`config.mk`:
```
export PLATFORM = sky130hd
export DESIGN_NAME = irq_presenter
export DESIGN_NICKNAME = d
export VERILOG_FILES = /design/src/rtl/irqp_pkg.sv /design/src/rtl/irqp_offer_unit.sv /design/src/rtl/irqp_op_unit.sv /design/src/rtl/irq_presenter.sv
export SDC_FILE = /design/constraint.sdc
export NUM_CORES = 1
export LEC_CHECK = 0
export ABC_AREA = 1
export BUFFER_PORTS_ARGS = -buffer_cell sky130_fd_sc_hd__buf_2
export CORE_UTILIZATION = 53
export DETAILED_ROUTE_END_ITERATION = 8
export PLACE_DENSITY = 0.8
export SETUP_SLACK_MARGIN = 0.4
export SYNTH_ARGS = -nofsm -noshare
export SYNTH_HDL_FRONTEND = slang
export SYNTH_SLANG_ARGS = --single-unit
export TNS_END_PERCENT = 30
```
`constraint.sdc`:
```
create_clock -name clk -period 2.5 [get_ports clk]
set_clock_uncertainty 0.2 [all_clocks]
set_input_delay 0.25 -clock clk [delete_from_list [all_inputs] [get_ports clk]]
set_output_delay 0.25 -clock clk [all_outputs]
set_load 0.02 [all_outputs]
```
`src/rtl/irqp_pkg.sv`:
```
package irqp_pkg;

    localparam int SRC_W  = 24;
    localparam int PRIO_W = 8;
    localparam int OWN_W  = 4;
    localparam int WORD_W = PRIO_W + SRC_W;

    localparam logic [PRIO_W-1:0] PRIO_NONE = '1;
    localparam logic [SRC_W-1:0]  IPI_SRC   = SRC_W'(2);

    typedef enum logic [2:0] {
        OP_ACCEPT   = 3'd0,
        OP_POLL     = 3'd1,
        OP_SET_CPPR = 3'd2,
        OP_SET_IPI  = 3'd3,
        OP_EOI      = 3'd4
    } op_e;

    typedef struct packed {
        logic [PRIO_W-1:0] cppr;
        logic [SRC_W-1:0]  xisr;
        logic [PRIO_W-1:0] pprio;
        logic [PRIO_W-1:0] ipi;
        logic              own_vld;
        logic [OWN_W-1:0]  own_id;
        logic              irq;
    } pres_t;

    typedef struct packed {
        logic             vld;
        logic [SRC_W-1:0] src;
        logic [OWN_W-1:0] owner;
    } note_t;

    typedef struct packed {
        pres_t st;
        note_t evict;
    } step_t;

    localparam pres_t RESET_ST = '{
        cppr:    '0,
        xisr:    '0,
        pprio:   PRIO_NONE,
        ipi:     PRIO_NONE,
        own_vld: 1'b0,
        own_id:  '0,
        irq:     1'b0
    };

    function automatic logic favours(input logic [PRIO_W-1:0] a,
                                     input logic [PRIO_W-1:0] b);
        return a < b;
    endfunction

    function automatic logic [WORD_W-1:0] acc_word(input pres_t s);
        return {s.cppr, s.xisr};
    endfunction

    function automatic note_t evict_of(input pres_t s);
        note_t n;
        n.vld   = (s.xisr != '0) && s.own_vld;
        n.src   = s.xisr;
        n.owner = s.own_id;
        return n;
    endfunction

    // Install the IPI unless an equal or more favoured entry already waits.
    function automatic step_t ipi_check(input pres_t s);
        step_t r;
        r.st    = s;
        r.evict = '0;
        if (!((s.xisr != '0) && !favours(s.ipi, s.pprio))) begin
            r.evict      = evict_of(s);
            r.st.xisr    = IPI_SRC;
            r.st.pprio   = s.ipi;
            r.st.own_vld = 1'b0;
            r.st.irq     = 1'b1;
        end
        return r;
    endfunction

    function automatic step_t resend_ipi(input pres_t s);
        step_t r;
        if (favours(s.ipi, s.cppr)) begin
            r = ipi_check(s);
        end else begin
            r.st    = s;
            r.evict = '0;
        end
        return r;
    endfunction

endpackage

```
`src/rtl/irqp_offer_unit.sv`:
```
module irqp_offer_unit
    import irqp_pkg::*;
(
    input  pres_t                cur,
    input  logic                 offer_vld,
    input  logic [SRC_W-1:0]     src,
    input  logic [PRIO_W-1:0]    prio,
    input  logic [OWN_W-1:0]     owner,
    output pres_t                nxt,
    output note_t                nack,
    output note_t                evict
);

    logic refuse;

    assign refuse = !favours(prio, cur.cppr) ||
                    ((cur.xisr != '0) && !favours(prio, cur.pprio));

    always_comb begin
        nxt   = cur;
        nack  = '0;
        evict = '0;
        if (offer_vld) begin
            if (refuse) begin
                nack.vld   = 1'b1;
                nack.src   = src;
                nack.owner = owner;
            end else begin
                evict       = evict_of(cur);
                nxt.xisr    = src;
                nxt.pprio   = prio;
                nxt.own_vld = 1'b1;
                nxt.own_id  = owner;
                nxt.irq     = 1'b1;
            end
        end
    end

endmodule

```
`src/rtl/irqp_op_unit.sv`:
```
module irqp_op_unit
    import irqp_pkg::*;
(
    input  pres_t                cur,
    input  logic                 op_vld,
    input  op_e                  code,
    input  logic [WORD_W-1:0]    data,
    output pres_t                nxt,
    output note_t                evict,
    output note_t                eoi,
    output logic                 resend,
    output logic                 rd_stb
);

    logic [PRIO_W-1:0] low_val;
    step_t             stp;

    assign low_val = data[PRIO_W-1:0];

    always_comb begin
        nxt    = cur;
        evict  = '0;
        eoi    = '0;
        resend = 1'b0;
        rd_stb = 1'b0;
        stp    = '0;
        if (op_vld) begin
            unique case (code)
                OP_ACCEPT: begin
                    rd_stb      = 1'b1;
                    nxt.irq     = 1'b0;
                    nxt.cppr    = cur.pprio;
                    nxt.xisr    = '0;
                    nxt.pprio   = PRIO_NONE;
                    nxt.own_vld = 1'b0;
                end
                OP_POLL: begin
                    rd_stb = 1'b1;
                end
                OP_SET_CPPR: begin
                    nxt.cppr = low_val;
                    if (favours(low_val, cur.cppr)) begin
                        if ((cur.xisr != '0) && !favours(cur.pprio, low_val)) begin
                            evict       = evict_of(cur);
                            nxt.xisr    = '0;
                            nxt.pprio   = PRIO_NONE;
                            nxt.own_vld = 1'b0;
                            nxt.irq     = 1'b0;
                        end
                    end else if (cur.xisr == '0) begin
                        stp    = resend_ipi(nxt);
                        nxt    = stp.st;
                        evict  = stp.evict;
                        resend = 1'b1;
                    end
                end
                OP_SET_IPI: begin
                    nxt.ipi = low_val;
                    if (favours(low_val, cur.cppr)) begin
                        stp   = ipi_check(nxt);
                        nxt   = stp.st;
                        evict = stp.evict;
                    end
                end
                OP_EOI: begin
                    nxt.cppr = data[WORD_W-1:SRC_W];
                    eoi.vld  = 1'b1;
                    eoi.src  = data[SRC_W-1:0];
                    if (cur.xisr == '0) begin
                        stp    = resend_ipi(nxt);
                        nxt    = stp.st;
                        evict  = stp.evict;
                        resend = 1'b1;
                    end
                end
                default: begin
                    nxt = cur;
                end
            endcase
        end
    end

endmodule

```
`src/rtl/irq_presenter.sv`:
```
module irq_presenter
    import irqp_pkg::*;
(
    input  logic                 clk,
    input  logic                 rst,
    input  logic                 offer_valid,
    input  logic [SRC_W-1:0]     offer_src,
    input  logic [PRIO_W-1:0]    offer_prio,
    input  logic [OWN_W-1:0]     offer_owner,
    input  logic                 op_valid,
    input  logic [2:0]           op_code,
    input  logic [WORD_W-1:0]    op_data,
    output logic                 irq_out,
    output logic                 rd_valid,
    output logic [WORD_W-1:0]    rd_word,
    output logic [PRIO_W-1:0]    rd_ipi_prio,
    output logic                 nack_valid,
    output logic [SRC_W-1:0]     nack_src,
    output logic [OWN_W-1:0]     nack_owner,
    output logic                 rej_valid,
    output logic [SRC_W-1:0]     rej_src,
    output logic [OWN_W-1:0]     rej_owner,
    output logic                 eoi_valid,
    output logic [SRC_W-1:0]     eoi_src,
    output logic                 resend_req
);

    pres_t st_q, st_d;
    pres_t off_nxt, op_nxt;
    note_t off_nack, off_evict, op_evict, op_eoi;
    note_t nack_d, rej_d;
    note_t nack_q, rej_q, eoi_q;
    logic  op_resend, op_rd;
    logic  rd_valid_q, resend_q;
    logic [WORD_W-1:0] rd_word_q;
    logic [PRIO_W-1:0] rd_ipi_q;

    irqp_offer_unit u_offer (
        .cur       (st_q),
        .offer_vld (offer_valid),
        .src       (offer_src),
        .prio      (offer_prio),
        .owner     (offer_owner),
        .nxt       (off_nxt),
        .nack      (off_nack),
        .evict     (off_evict)
    );

    irqp_op_unit u_op (
        .cur    (st_q),
        .op_vld (op_valid),
        .code   (op_e'(op_code)),
        .data   (op_data),
        .nxt    (op_nxt),
        .evict  (op_evict),
        .eoi    (op_eoi),
        .resend (op_resend),
        .rd_stb (op_rd)
    );

    // A register operation owns the cycle; a colliding offer is refused.
    always_comb begin
        if (op_valid) begin
            st_d         = op_nxt;
            rej_d        = op_evict;
            nack_d.vld   = offer_valid;
            nack_d.src   = offer_src;
            nack_d.owner = offer_owner;
        end else begin
            st_d   = off_nxt;
            rej_d  = off_evict;
            nack_d = off_nack;
        end
    end

    always_ff @(posedge clk) begin
        if (rst) begin
            st_q       <= RESET_ST;
            nack_q     <= '0;
            rej_q      <= '0;
            eoi_q      <= '0;
            resend_q   <= 1'b0;
            rd_valid_q <= 1'b0;
            rd_word_q  <= '0;
            rd_ipi_q   <= '0;
        end else begin
            st_q       <= st_d;
            nack_q     <= nack_d;
            rej_q      <= rej_d;
            eoi_q      <= op_valid ? op_eoi : '0;
            resend_q   <= op_valid && op_resend;
            rd_valid_q <= op_valid && op_rd;
            if (op_valid && op_rd) begin
                rd_word_q <= acc_word(st_q);
                rd_ipi_q  <= st_q.ipi;
            end
        end
    end

    assign irq_out     = st_q.irq;
    assign rd_valid    = rd_valid_q;
    assign rd_word     = rd_word_q;
    assign rd_ipi_prio = rd_ipi_q;
    assign nack_valid  = nack_q.vld;
    assign nack_src    = nack_q.src;
    assign nack_owner  = nack_q.owner;
    assign rej_valid   = rej_q.vld;
    assign rej_src     = rej_q.src;
    assign rej_owner   = rej_q.owner;
    assign eoi_valid   = eoi_q.vld;
    assign eoi_src     = eoi_q.src;
    assign resend_req  = resend_q;

endmodule

```
==> reports/qor.txt <==
Most common cell after layout, fill and taps aside: nand2_1
Largest net degree at the start of global routing: 51
Setup tns final: 0 ns
Maximum fanout along the worst path: 10
Hold_ws: 0.0152 ns
First-pass GRT wire length: 42600 um
Mapped Area: 7970 um^2
Critical Path End Type: flip-flop
Clock network fraction of design power: 36.6%
Share of cells above drive strength 1: 29.3%
GR met2 Demand/Resource: 53.4%
Routability congestion estimate: 1.00
Netlist cell types: 32
Vias in the first global route: 8413
DR vias/cell: 5.64
Total number of vias: 8737
P_int: 5.23 mW
Min Tclk post-route: 2.43 ns
Most frequent cells in the layout: nand2_1 (203), buf_2 (200), dfxtp_1 (162)
Die W: 125 um
Area of the multi-input gates: 3990 um^2
Startpoint Class: flip-flop
Core area: 14600 um^2
Warnings from Yosys: 0
Post-synthesis area per instance: 7.44 um^2
Met1 usage in global routing: 43.5%
Fillers: 927
Clock tree from TritonCTS: built
# rows: 44
Dpl hpwl: 16300 um
P per Cell Area: 672 nW/um^2
Syn_nets: 1196
Outcome: finished clean
Finished Cell Area: 11300 um^2
Grt total ovfl: 0
Slew Limit Fails: 0
Total of max-cap violations: 0
Critical path class: flip-flop to flip-flop
Fin crit share: 97.1%
Reg area: 3620 um^2
Area growth from synthesis to layout: 41.4%
Clock latency on the worst-skew pair: 0.44 ns
Worst Hold Class: input pin to flip-flop
WL/cell: 17.5 um
Switching part of the total power: 30.9%
CP arrival: 2.60 ns
Final total power: 7.58 mW
Net count, final: 1476
Post-synthesis sequential area ratio: 45.0%
Flop and latch count out of synthesis: 179
GRT Total Usage: 34.4%
Pleak: 5.62 nW
Synth Instances: 1071
Slew at the pin closest to its max-slew limit: 0.657 ns
Die area: 15500 um^2
RSZ-0062 raised after global routing: yes
Detailed-route DRC error count: 0
DRT antenna net count: 0
Area after DPL: 9280 um^2
Logic pwr share: 22.2%
Final WL: 27100 um
Number of H-tree levels: 4
Initial antenna violation count: 2
Die extent in y: 125 um
Slew Limit Headroom: 56.2%
# setup viols final: 0
PortBufs: 200
Net Switching: 2.34 mW
CTS Sinks: 179
IO Pins: 201
Max clock buf depth: 2
Final Hold Fails: 0
Initial DRT Pass Iterations: 5
Clock buffer count from CTS: 17
Max Fclk: 412 MHz
Seq pwr share: 41.2%
Busiest grt layer: met2
Root Buffer: clkbuf_16
Met3 Use GR: 8.98%
Max IR drop VDD: 0.513 mV
CP required: 2.67 ns
CTS clk-pin slew, worst paths: 0.07 ns
Starting Density: 54.6%
Initial DRC Count: 1082
## sequential cells by signal (all words and copies together) (netlist names), 4 cells and up
register / cells
nack_src: 24
rd_ipi_prio: 8
nack_owner: 4
rd_word: 32
rej_src: 24
st_q: 53
eoi_src: 24
rej_owner: 4
## power groups by stage
stage | combinational (mW) | clock [mW] | sequential (mW)
2_1_floorplan | 0.772 | 0 | 3.23
3_3_place_gp | 1.27 | 0 | 3.16
3_5_place_dp | 1.29 | 0 | 3.16
4_1_cts | 1.54 | 2.78 | 3.10
5_1_grt | 1.83 | 2.90 | 3.13
6_report | 1.68 | 2.77 | 3.12
## through the flow
| stage | instances | setup slack [ns] | utilization (%) |
|---|---|---|---|
| 6_report | 1549 | 0.0723 | 77.3 |
| 5_1_grt | 1548 | -0.0307 | 77.2 |
| 4_1_cts | 1547 | 0.240 | 75.7 |
| 3_5_place_dp | 1434 | 0.0677 | 63.6 |
| 3_3_place_gp | 1434 | 0.142 | 63.6 |
| 2_1_floorplan | 1071 | 0.406 | - |
## cell type report
| type | instances | share of cell area (%) |
|---|---|---|
| clock inverter | 13 | 1.48 |
| tap | 184 | 2.04 |
| multi-input combinational | 702 | 35.4 |
| antenna | 1 | 0.0222 |
| inverter | 136 | 4.68 |
| sequential | 179 | 32.1 |
| clock buffer | 19 | 3.93 |
| timing repair buffer | 315 | 20.3 |
## per-layer routing
metal / routed length, um / part of all wire [%]
met1: 10700 / 39
met2: 12200 / 45
met3: 2910 / 11
met4: 1290 / 4.8
met5: 9 / 0.033
## kinds of logic (layout without fill, tap and decap cells)
family                   count (synthesis)  after routing  synth area share [%]
AND/OR/NAND/NOR                        419            419                  21.7
adder cells (fa/ha/maj)                 50             50                  7.85
AO/OA/AOI/OAI                          233            233                  15.7
flip-flops                             179            179                  45.0
buffers and inverters                  190            483                  9.81
other                                    0              1                     0
## final timing paths
path         slack [ns]           to  depth (start not counted)        from
max                0.07     st_q[24]                         14    st_q[53]
min                0.02     st_q[46]                          3  op_data[0]
max reg2reg        0.07     st_q[24]                         14    st_q[53]
min reg2reg        0.25  rej_src[12]                          2    st_q[34]
## cells in the mapped netlist
cell type | count | area, um^2
nand3b_1 | 1 | 7.51
buf_2 | 11 | 55.1
nor3_1 | 25 | 125
nor2_8 | 1 | 20.0
a21oi_4 | 1 | 16.3
o21ai_0 | 84 | 420
nand4_1 | 3 | 18.8
nor4_1 | 2 | 12.5
buf_1 | 2 | 7.51
inv_4 | 1 | 6.26
nor2_2 | 1 | 6.26
o21ai_1 | 10 | 50.1
ha_1 | 50 | 626
a21o_1 | 1 | 7.51
a41oi_1 | 8 | 70.1
nand3_2 | 1 | 10.0
nand2_2 | 7 | 43.8
o21a_1 | 3 | 22.5
clkbuf_1 | 34 | 128
nor2_4 | 1 | 11.3
nor3_2 | 1 | 10.0
nand3_1 | 41 | 205
clkinv_1 | 1 | 3.75
a21oi_1 | 117 | 586
inv_1 | 128 | 480
a21oi_2 | 8 | 70.1
buf_6 | 7 | 78.8
dfxtp_1 | 179 | 3580
inv_2 | 6 | 22.5
nand2_1 | 215 | 807
nor2_1 | 120 | 450
o211ai_1 | 1 | 7.51
## what timing repair did
action                                  4_1_cts  5_1_grt
pin swaps                                    13       16
resized for setup                            70       53
hold buffers                                 68        0
gates cloned                                  5        1
buffers inserted                              8        0
endpoints found under the setup margin       94       96
hold endpoints to repair                     69        0
## worst max-delay path, cell delays in order, from the launching register on
cell	delay, ns
dfxtp_2	0.36
inv_4	0.06
ha_1	0.28
a21oi_1	0.17
o21ai_0	0.13
a21oi_2	0.13
buf_4	0.15
nand3_2	0.08
nand2_2	0.08
nand3_4	0.11
buf_12	0.17
buf_16	0.14
nand2_2	0.07
nand2_1	0.08
nor2_1	0.13
Power figures use the tool's default switching activity.
